--- src/rtl/dma_desc_pkg.sv ---
package dma_desc_pkg;
  localparam int WORD_W = 16;

  typedef enum logic [2:0] {
    S_IDLE, S_RD, S_CAP, S_WR, S_WC, S_IRQ
  } state_t;

  typedef enum logic [3:0] {
    F_MOD, F_CNT, F_SRC, F_OPR, F_DST,
    F_CHL, F_CHH, F_IVL, F_IVH, F_DAT, F_OPD
  } fld_t;

  typedef struct packed {
    logic       imm;
    logic       arith;
    logic       chain;
    logic       irq;
    logic       multi;
    logic [2:0] npairs;
    logic       word;
  } mode_t;
endpackage

--- src/rtl/dma_mode_decode.sv ---
module dma_mode_decode
  import dma_desc_pkg::*;
(
  input  logic [WORD_W-1:0] mode_word,
  output mode_t             mode
);
  logic multi;
  assign multi = mode_word[4];

  always_comb begin
    mode.multi  = multi;
    mode.imm    = mode_word[0] & ~multi;
    mode.arith  = mode_word[1] & ~multi;
    mode.chain  = mode_word[2] & ~multi;
    mode.irq    = mode_word[3] & ~multi;
    mode.npairs = (mode_word[7:5] == 3'd0) ? 3'd1 : mode_word[7:5];
    mode.word   = mode_word[8];
  end
endmodule

--- src/rtl/dma_unit_alu.sv ---
module dma_unit_alu #(
  parameter int DW = 16,
  parameter int BW = 8
) (
  input  logic [DW-1:0] a,
  input  logic [DW-1:0] b,
  input  logic          add,
  input  logic          word,
  output logic [DW-1:0] y
);
  logic [DW-1:0] raw;
  assign raw = add ? (a + b) : a;
  assign y   = word ? raw : {{(DW-BW){1'b0}}, raw[BW-1:0]};
endmodule

--- src/rtl/dma_desc_engine.sv ---
module dma_desc_engine
  import dma_desc_pkg::*;
#(
  parameter int AW = 16
) (
  input  logic              clk,
  input  logic              rst_n,
  input  logic              req_i,
  input  logic [AW-1:0]     base_i,
  output logic              busy_o,
  output logic              mem_en_o,
  output logic              mem_we_o,
  output logic [AW-1:0]     mem_addr_o,
  output logic [WORD_W-1:0] mem_wdata_o,
  input  logic [WORD_W-1:0] mem_rdata_i,
  output logic              irq_o,
  output logic [31:0]       irq_vec_o
);
  localparam logic [AW-1:0] STEP = AW'(2);

  // reset: asserted asynchronously, released on the clock
  logic rs1_q, rs2_q, rst_s_n;
  always_ff @(posedge clk or negedge rst_n) begin
    if (!rst_n) begin
      rs1_q <= 1'b0;
      rs2_q <= 1'b0;
    end else begin
      rs1_q <= 1'b1;
      rs2_q <= rs1_q;
    end
  end
  assign rst_s_n = rs2_q;

  state_t state_q, state_d;
  fld_t   fld_q, fld_d;
  logic [AW-1:0]     base_q, ptr_q;
  logic [WORD_W-1:0] mode_q, cnt_q, src_q, opr_q, dst_q, acc_q;
  logic [31:0]       chain_q, vec_q;
  logic [2:0]        pidx_q;
  mode_t             md;
  logic [WORD_W-1:0] cnt_dec, alu_y;
  logic              start_data, alu_add, desc_fld, end_hit;

  dma_mode_decode u_dec (.mode_word(mode_q), .mode(md));

  dma_unit_alu #(.DW(WORD_W), .BW(8)) u_alu (
    .a(acc_q), .b(mem_rdata_i), .add(alu_add), .word(md.word), .y(alu_y)
  );

  assign cnt_dec  = cnt_q - 1'b1;
  assign end_hit  = (cnt_dec == '0) && (md.chain || md.irq);
  assign alu_add  = (state_q == S_CAP) && (fld_q == F_OPD);
  assign desc_fld = (fld_q != F_DAT) && (fld_q != F_OPD);

  // next-state
  always_comb begin
    state_d    = state_q;
    fld_d      = fld_q;
    start_data = 1'b0;
    case (state_q)
      S_IDLE: if (req_i) begin state_d = S_RD; fld_d = F_MOD; end
      S_RD:   state_d = S_CAP;
      S_CAP: begin
        state_d = S_RD;
        case (fld_q)
          F_MOD: fld_d = F_CNT;
          F_CNT: fld_d = F_SRC;
          F_SRC: fld_d = md.arith ? F_OPR : F_DST;
          F_OPR: fld_d = F_DST;
          F_DST: begin
            if (md.multi)      fld_d = F_DAT;
            else if (md.chain) fld_d = F_CHL;
            else if (md.irq)   fld_d = F_IVL;
            else               start_data = 1'b1;
          end
          F_CHL: fld_d = F_CHH;
          F_CHH: if (md.irq) fld_d = F_IVL; else start_data = 1'b1;
          F_IVL: fld_d = F_IVH;
          F_IVH: start_data = 1'b1;
          F_DAT: if (md.arith) fld_d = F_OPD; else state_d = S_WR;
          default: state_d = S_WR;
        endcase
        if (start_data) begin
          if (!md.imm)       fld_d = F_DAT;
          else if (md.arith) fld_d = F_OPD;
          else               state_d = S_WR;
        end
      end
      S_WR: begin
        if (md.multi && (pidx_q < md.npairs)) begin
          state_d = S_RD;
          fld_d   = F_SRC;
        end else begin
          state_d = S_WC;
        end
      end
      S_WC: begin
        fld_d = F_MOD;
        if (!end_hit)    state_d = S_IDLE;
        else if (md.irq) state_d = S_IRQ;
        else             state_d = S_RD;
      end
      default: begin
        fld_d   = F_MOD;
        state_d = md.chain ? S_RD : S_IDLE;
      end
    endcase
  end

  // registers
  always_ff @(posedge clk or negedge rst_s_n) begin
    if (!rst_s_n) begin
      state_q <= S_IDLE;
      fld_q   <= F_MOD;
      base_q  <= '0;
      ptr_q   <= '0;
      mode_q  <= '0;
      cnt_q   <= '0;
      src_q   <= '0;
      opr_q   <= '0;
      dst_q   <= '0;
      acc_q   <= '0;
      chain_q <= '0;
      vec_q   <= '0;
      pidx_q  <= 3'd1;
    end else begin
      state_q <= state_d;
      fld_q   <= fld_d;
      if (state_q == S_IDLE && req_i) begin
        base_q <= base_i;
        ptr_q  <= base_i;
        pidx_q <= 3'd1;
      end
      if (state_q == S_CAP) begin
        if (desc_fld) ptr_q <= ptr_q + STEP;
        case (fld_q)
          F_MOD: mode_q         <= mem_rdata_i;
          F_CNT: cnt_q          <= mem_rdata_i;
          F_SRC: src_q          <= mem_rdata_i;
          F_OPR: opr_q          <= mem_rdata_i;
          F_DST: dst_q          <= mem_rdata_i;
          F_CHL: chain_q[15:0]  <= mem_rdata_i;
          F_CHH: chain_q[31:16] <= mem_rdata_i;
          F_IVL: vec_q[15:0]    <= mem_rdata_i;
          F_IVH: vec_q[31:16]   <= mem_rdata_i;
          F_DAT: acc_q          <= mem_rdata_i;
          default: acc_q        <= alu_y;
        endcase
        if (start_data && md.imm) acc_q <= src_q;
      end
      if (state_q == S_WR) pidx_q <= pidx_q + 3'd1;
      if (state_q == S_WC) begin
        pidx_q <= 3'd1;
        if (end_hit && md.chain) begin
          base_q <= chain_q[AW-1:0];
          ptr_q  <= chain_q[AW-1:0];
        end
      end
    end
  end

  // outputs
  always_comb begin
    mem_en_o    = 1'b0;
    mem_we_o    = 1'b0;
    mem_addr_o  = ptr_q;
    mem_wdata_o = alu_y;
    case (state_q)
      S_RD: begin
        mem_en_o = 1'b1;
        if (fld_q == F_DAT)      mem_addr_o = src_q[AW-1:0];
        else if (fld_q == F_OPD) mem_addr_o = opr_q[AW-1:0];
      end
      S_WR: begin
        mem_en_o   = 1'b1;
        mem_we_o   = 1'b1;
        mem_addr_o = dst_q[AW-1:0];
      end
      S_WC: begin
        mem_en_o    = 1'b1;
        mem_we_o    = 1'b1;
        mem_addr_o  = base_q + STEP;
        mem_wdata_o = cnt_dec;
      end
      default: ;
    endcase
  end

  assign busy_o    = (state_q != S_IDLE);
  assign irq_o     = (state_q == S_IRQ);
  assign irq_vec_o = vec_q;
endmodule

--- config.mk ---
export PLATFORM = sky130hd
export DESIGN_NAME = dma_desc_engine
export DESIGN_NICKNAME = d
export VERILOG_FILES = /design/src/rtl/dma_desc_pkg.sv /design/src/rtl/dma_mode_decode.sv /design/src/rtl/dma_unit_alu.sv /design/src/rtl/dma_desc_engine.sv
export SDC_FILE = /design/constraint.sdc
export NUM_CORES = 1
export LEC_CHECK = 0
export BUFFER_PORTS_ARGS = -buffer_cell sky130_fd_sc_hd__buf_2
export CAP_MARGIN = 20
export CORE_UTILIZATION = 60
export DETAILED_ROUTE_END_ITERATION = 16
export PLACE_DENSITY_LB_ADDON = 0.1
export SYNTH_ARGS = -nofsm -noshare
export SYNTH_HDL_FRONTEND = slang
export SYNTH_SLANG_ARGS = --single-unit
--- constraint.sdc ---
create_clock -name clk -period 7.15 [get_ports clk]
set_input_delay 0.715 -clock clk [delete_from_list [all_inputs] [get_ports clk]]
set_output_delay 0.715 -clock clk [all_outputs]
set_load 0.01 [all_outputs]
==> results.json <==
{
  "antenna_left": 0,
  "cts_tree": "built",
  "routed_wl_mm": 29.21,
  "core_um2": 17180,
  "finClkSkew_ns": 0.01154,
  "nets": 1215,
  "synthesis.area_um2": 10520,
  "path_class": "flip-flop to output pin",
  "root_buffer": "clkbuf_16",
  "numPortBuffers": 102,
  "synth_edf_count": 0,
  "arrival_ns": 3.64,
  "p_sw_uw": 2253,
  "timing.final.hold_violations": 0,
  "power_frac_seq_pct": 38.3,
  "hold_buffers": 0,
  "ys_ff_latch": 181,
  "cts_num_sinks": 181,
  "start_kind": "flip-flop",
  "fillers": 1384,
  "die_y_um": 134.4,
  "post_cts_buffers": 0,
  "ys_warn_count": 0,
  "fin_util_pct": 68.50,
  "maxCapViolCount": 0,
  "start_util_pct": 61.22,
  "place_ws_ns": 3.133,
  "grt_pass1_wl_mm": 45.64,
  "fmax_mhz": 229.8,
  "remaining_drc_errors": 0,
  "n_antenna_cell": 0,
  "ioPinCount": 103,
  "synth_cell_type_count": 76,
  "clockPowerShare_pct": 17.5,
  "status": "finished clean",
  "cp_data_required_time_ns": 6.43,
  "viasPerCell": 6.501,
  "num_rows": 48,
  "dpl.hpwl_mm": 20.28,
  "numCtsBuffers": 17,
  "grt.total_usage_pct": 33.10,
  "syn_avg_cell_area_um2": 9.682,
  "antenna_found_initial": 0,
  "path_clk_slew_ns": 0.07,
  "die_w_um": 134.4,
  "place_congestion": 0.9602,
  "hold_class": "input pin to asynchronous set/reset pin",
  "fin_tns_setup_ns": 0,
  "comb_power_share_pct": 44.1,
  "syn-num-nets": 1144,
  "vdd_drop_max_v": 0.0002445,
  "p_leak_uw": 0.005117,
  "worst_slack_ns": 2.799,
  "power.density_nw_per_um2": 455.4,
  "slew_violations": 0,
  "synth_ff_type": "dfrtp_1",
  "drt-initial-drc-count": 872,
  "period_share_pct": 60.86,
  "netlist_instances": 1086,
  "rsz0062_at_grt": "no",
  "async_flop_share_pct": 100.0,
  "synthTopCellsByCount": "dfrtp_1 (180), mux2_2 (108), nand2_1 (107), nor2_1 (100), a21oi_1 (66)",
  "die_area_um2": 18060,
  "clock_latency_ns": 0.43,
  "grt_pass1_vias": 8446,
  "grt-ovfl-total": 0,
  "fin_crit_ns": 4.351,
  "postCtsResizedCells": 0,
  "path_max_fanout": 23,
  "drive_above_1_share_pct": 24.27,
  "synth.most_common_cell": "dfrtp_1",
  "slew_headroom_pct": 34.75,
  "synth_area_leaders": "dfrtp_1 (43%), mux2_2 (12%), nand2_1 (3.8%)",
  "power_uw": 5358,
  "drt_pass1_iterations": 5,
  "synth_top_area_share_pct": 42.84,
  "wire_per_inst_um": 20.94,
  "cts_htree_levels": 4,
  "area.growth.synth_to_final_pct": 11.90,
  "setup_viol": 0,
  "crit_path_end_kind": "output pin",
  "ys_seq_area_share_pct": 43.09,
  "synth_top_area_cell": "dfrtp_1",
  "tightest_slew_ns": 0.9763,
  "p_int_uw": 3105,
  "via_count": 9069,
  "clock_path_buffers": 2,
  "switching_share_pct": 42.05,
  "grt_max_degree": 82
}
[metal layers]
layer | vias up | share of wire, % | global-route usage [%]
met2 | 386 | 47 | 53.17
met5 | - | 0 | 0
met3 | 74 | 6.3 | 5.896
met1 | 4466 | 44 | 45.43
li1 | 4143 | - | -
met4 | 0 | 2.9 | 11.11
[state kept, by name, indices dropped and copies added, names as in the netlist, 3 cells and up]
name / flops
chain_q: 16
ptr_q: 16
state_q: 3
fld_q: 4
dst_q: 16
pidx_q: 3
opr_q: 16
irq_vec_o: 32
mode_q: 9
acc_q: 16
base_q: 16
cnt_q: 16
src_q: 16
[worst max-delay path, cell delays in order (launching register included)]
cell	delay, ns
dfrtp_1	0.71
and4bb_2	0.81
nand2_1	0.57
nor2_1	0.48
nand3_1	0.14
nor3_1	0.15
nor3_1	0.08
o211ai_1	0.09
buf_2	0.16
[kinds of logic (layout without fill, tap and decap cells)]
kind of cell / count (synthesis) / count (layout) / synth area share (%)
compound gates: 277 / 277 / 17.22
xor+xnor: 32 / 32 / 2.665
fa+ha+maj: 23 / 23 / 2.808
buf+inv: 82 / 166 / 3.332
flops: 181 / 181 / 43.09
mux: 146 / 146 / 15.18
other cells: 1 / 1 / 0.03566
simple gates: 344 / 344 / 15.67
[cell usage in the layout, fill, tap and decap left out, types with 8 or more instances in the layout]
cell / count
o21ai_0: 63
nand2b_1: 10
nor2b_1: 9
ha_1: 22
nand3_1: 28
a31oi_1: 9
buf_4: 13
nor2_1: 100
a21oi_1: 66
nor3_1: 25
a211oi_1: 11
o22ai_1: 23
clkbuf_16: 17
a21o_1: 12
dfrtp_1: 179
mux2_2: 108
nand2_1: 107
inv_1: 17
xor2_1: 15
o211ai_1: 14
buf_2: 102
a21oi_2: 9
xnor2_1: 17
mux2i_1: 38
a22oi_1: 9
and3_1: 10
a221oi_1: 8
nand4_1: 10
[cell type report]
type | count | area, um2 | share of cell area [%]
well taps | 225 | 281.5 | 2.393
clock inverters | 13 | 146.4 | 1.244
inverters | 18 | 67.56 | 0.5742
clock buffers | 19 | 432.9 | 3.679
flip-flops and latches | 181 | 4534 | 38.54
repair buffers | 116 | 635.6 | 5.402
multi-input cells | 823 | 5668 | 48.17
[power by group through the flow]
stage | registers (uW) | clock network (uW) | logic [uW]
floorplan | 1860 | 0 | 1750
global placement | 2040 | 0 | 2250
detailed placement | 2050 | 0 | 2310
CTS | 2040 | 946 | 2330
global route | 2120 | 985 | 2590
finish | 2050 | 940 | 2360
[worst paths after layout]
check / slack [ns] / start / depth (start not counted) / endpoint
max: 2.80 / fld_q[1] / 8 / mem_wdata_o[12]
min: 0.05 / rst_n / 1 / rs2_q
max reg2reg: 3.85 / cnt_q[0] / 9 / ptr_q[4]
min reg2reg: 0.27 / rs2_q / 0 / ptr_q[15]
max in group asynchronous: 5.66 / rs2_q / 1 / acc_q[5]
min in group clk: 0.37 / rs1_q / 0 / rs2_q
[per-stage QoR]
step / area [um2] / hold slack, ns / instances
after floorplan: 10520 / 0.3312 / 1086
after global placement: 11150 / 0.2730 / 1361
after detailed placement: 11150 / 0.2705 / 1361
after CTS: 11730 / 0.04357 / 1393
after global routing: 11770 / 0.03988 / 1395
final: 11770 / 0.04820 / 1395
Note: power is estimated with default switching activity, not from simulation.
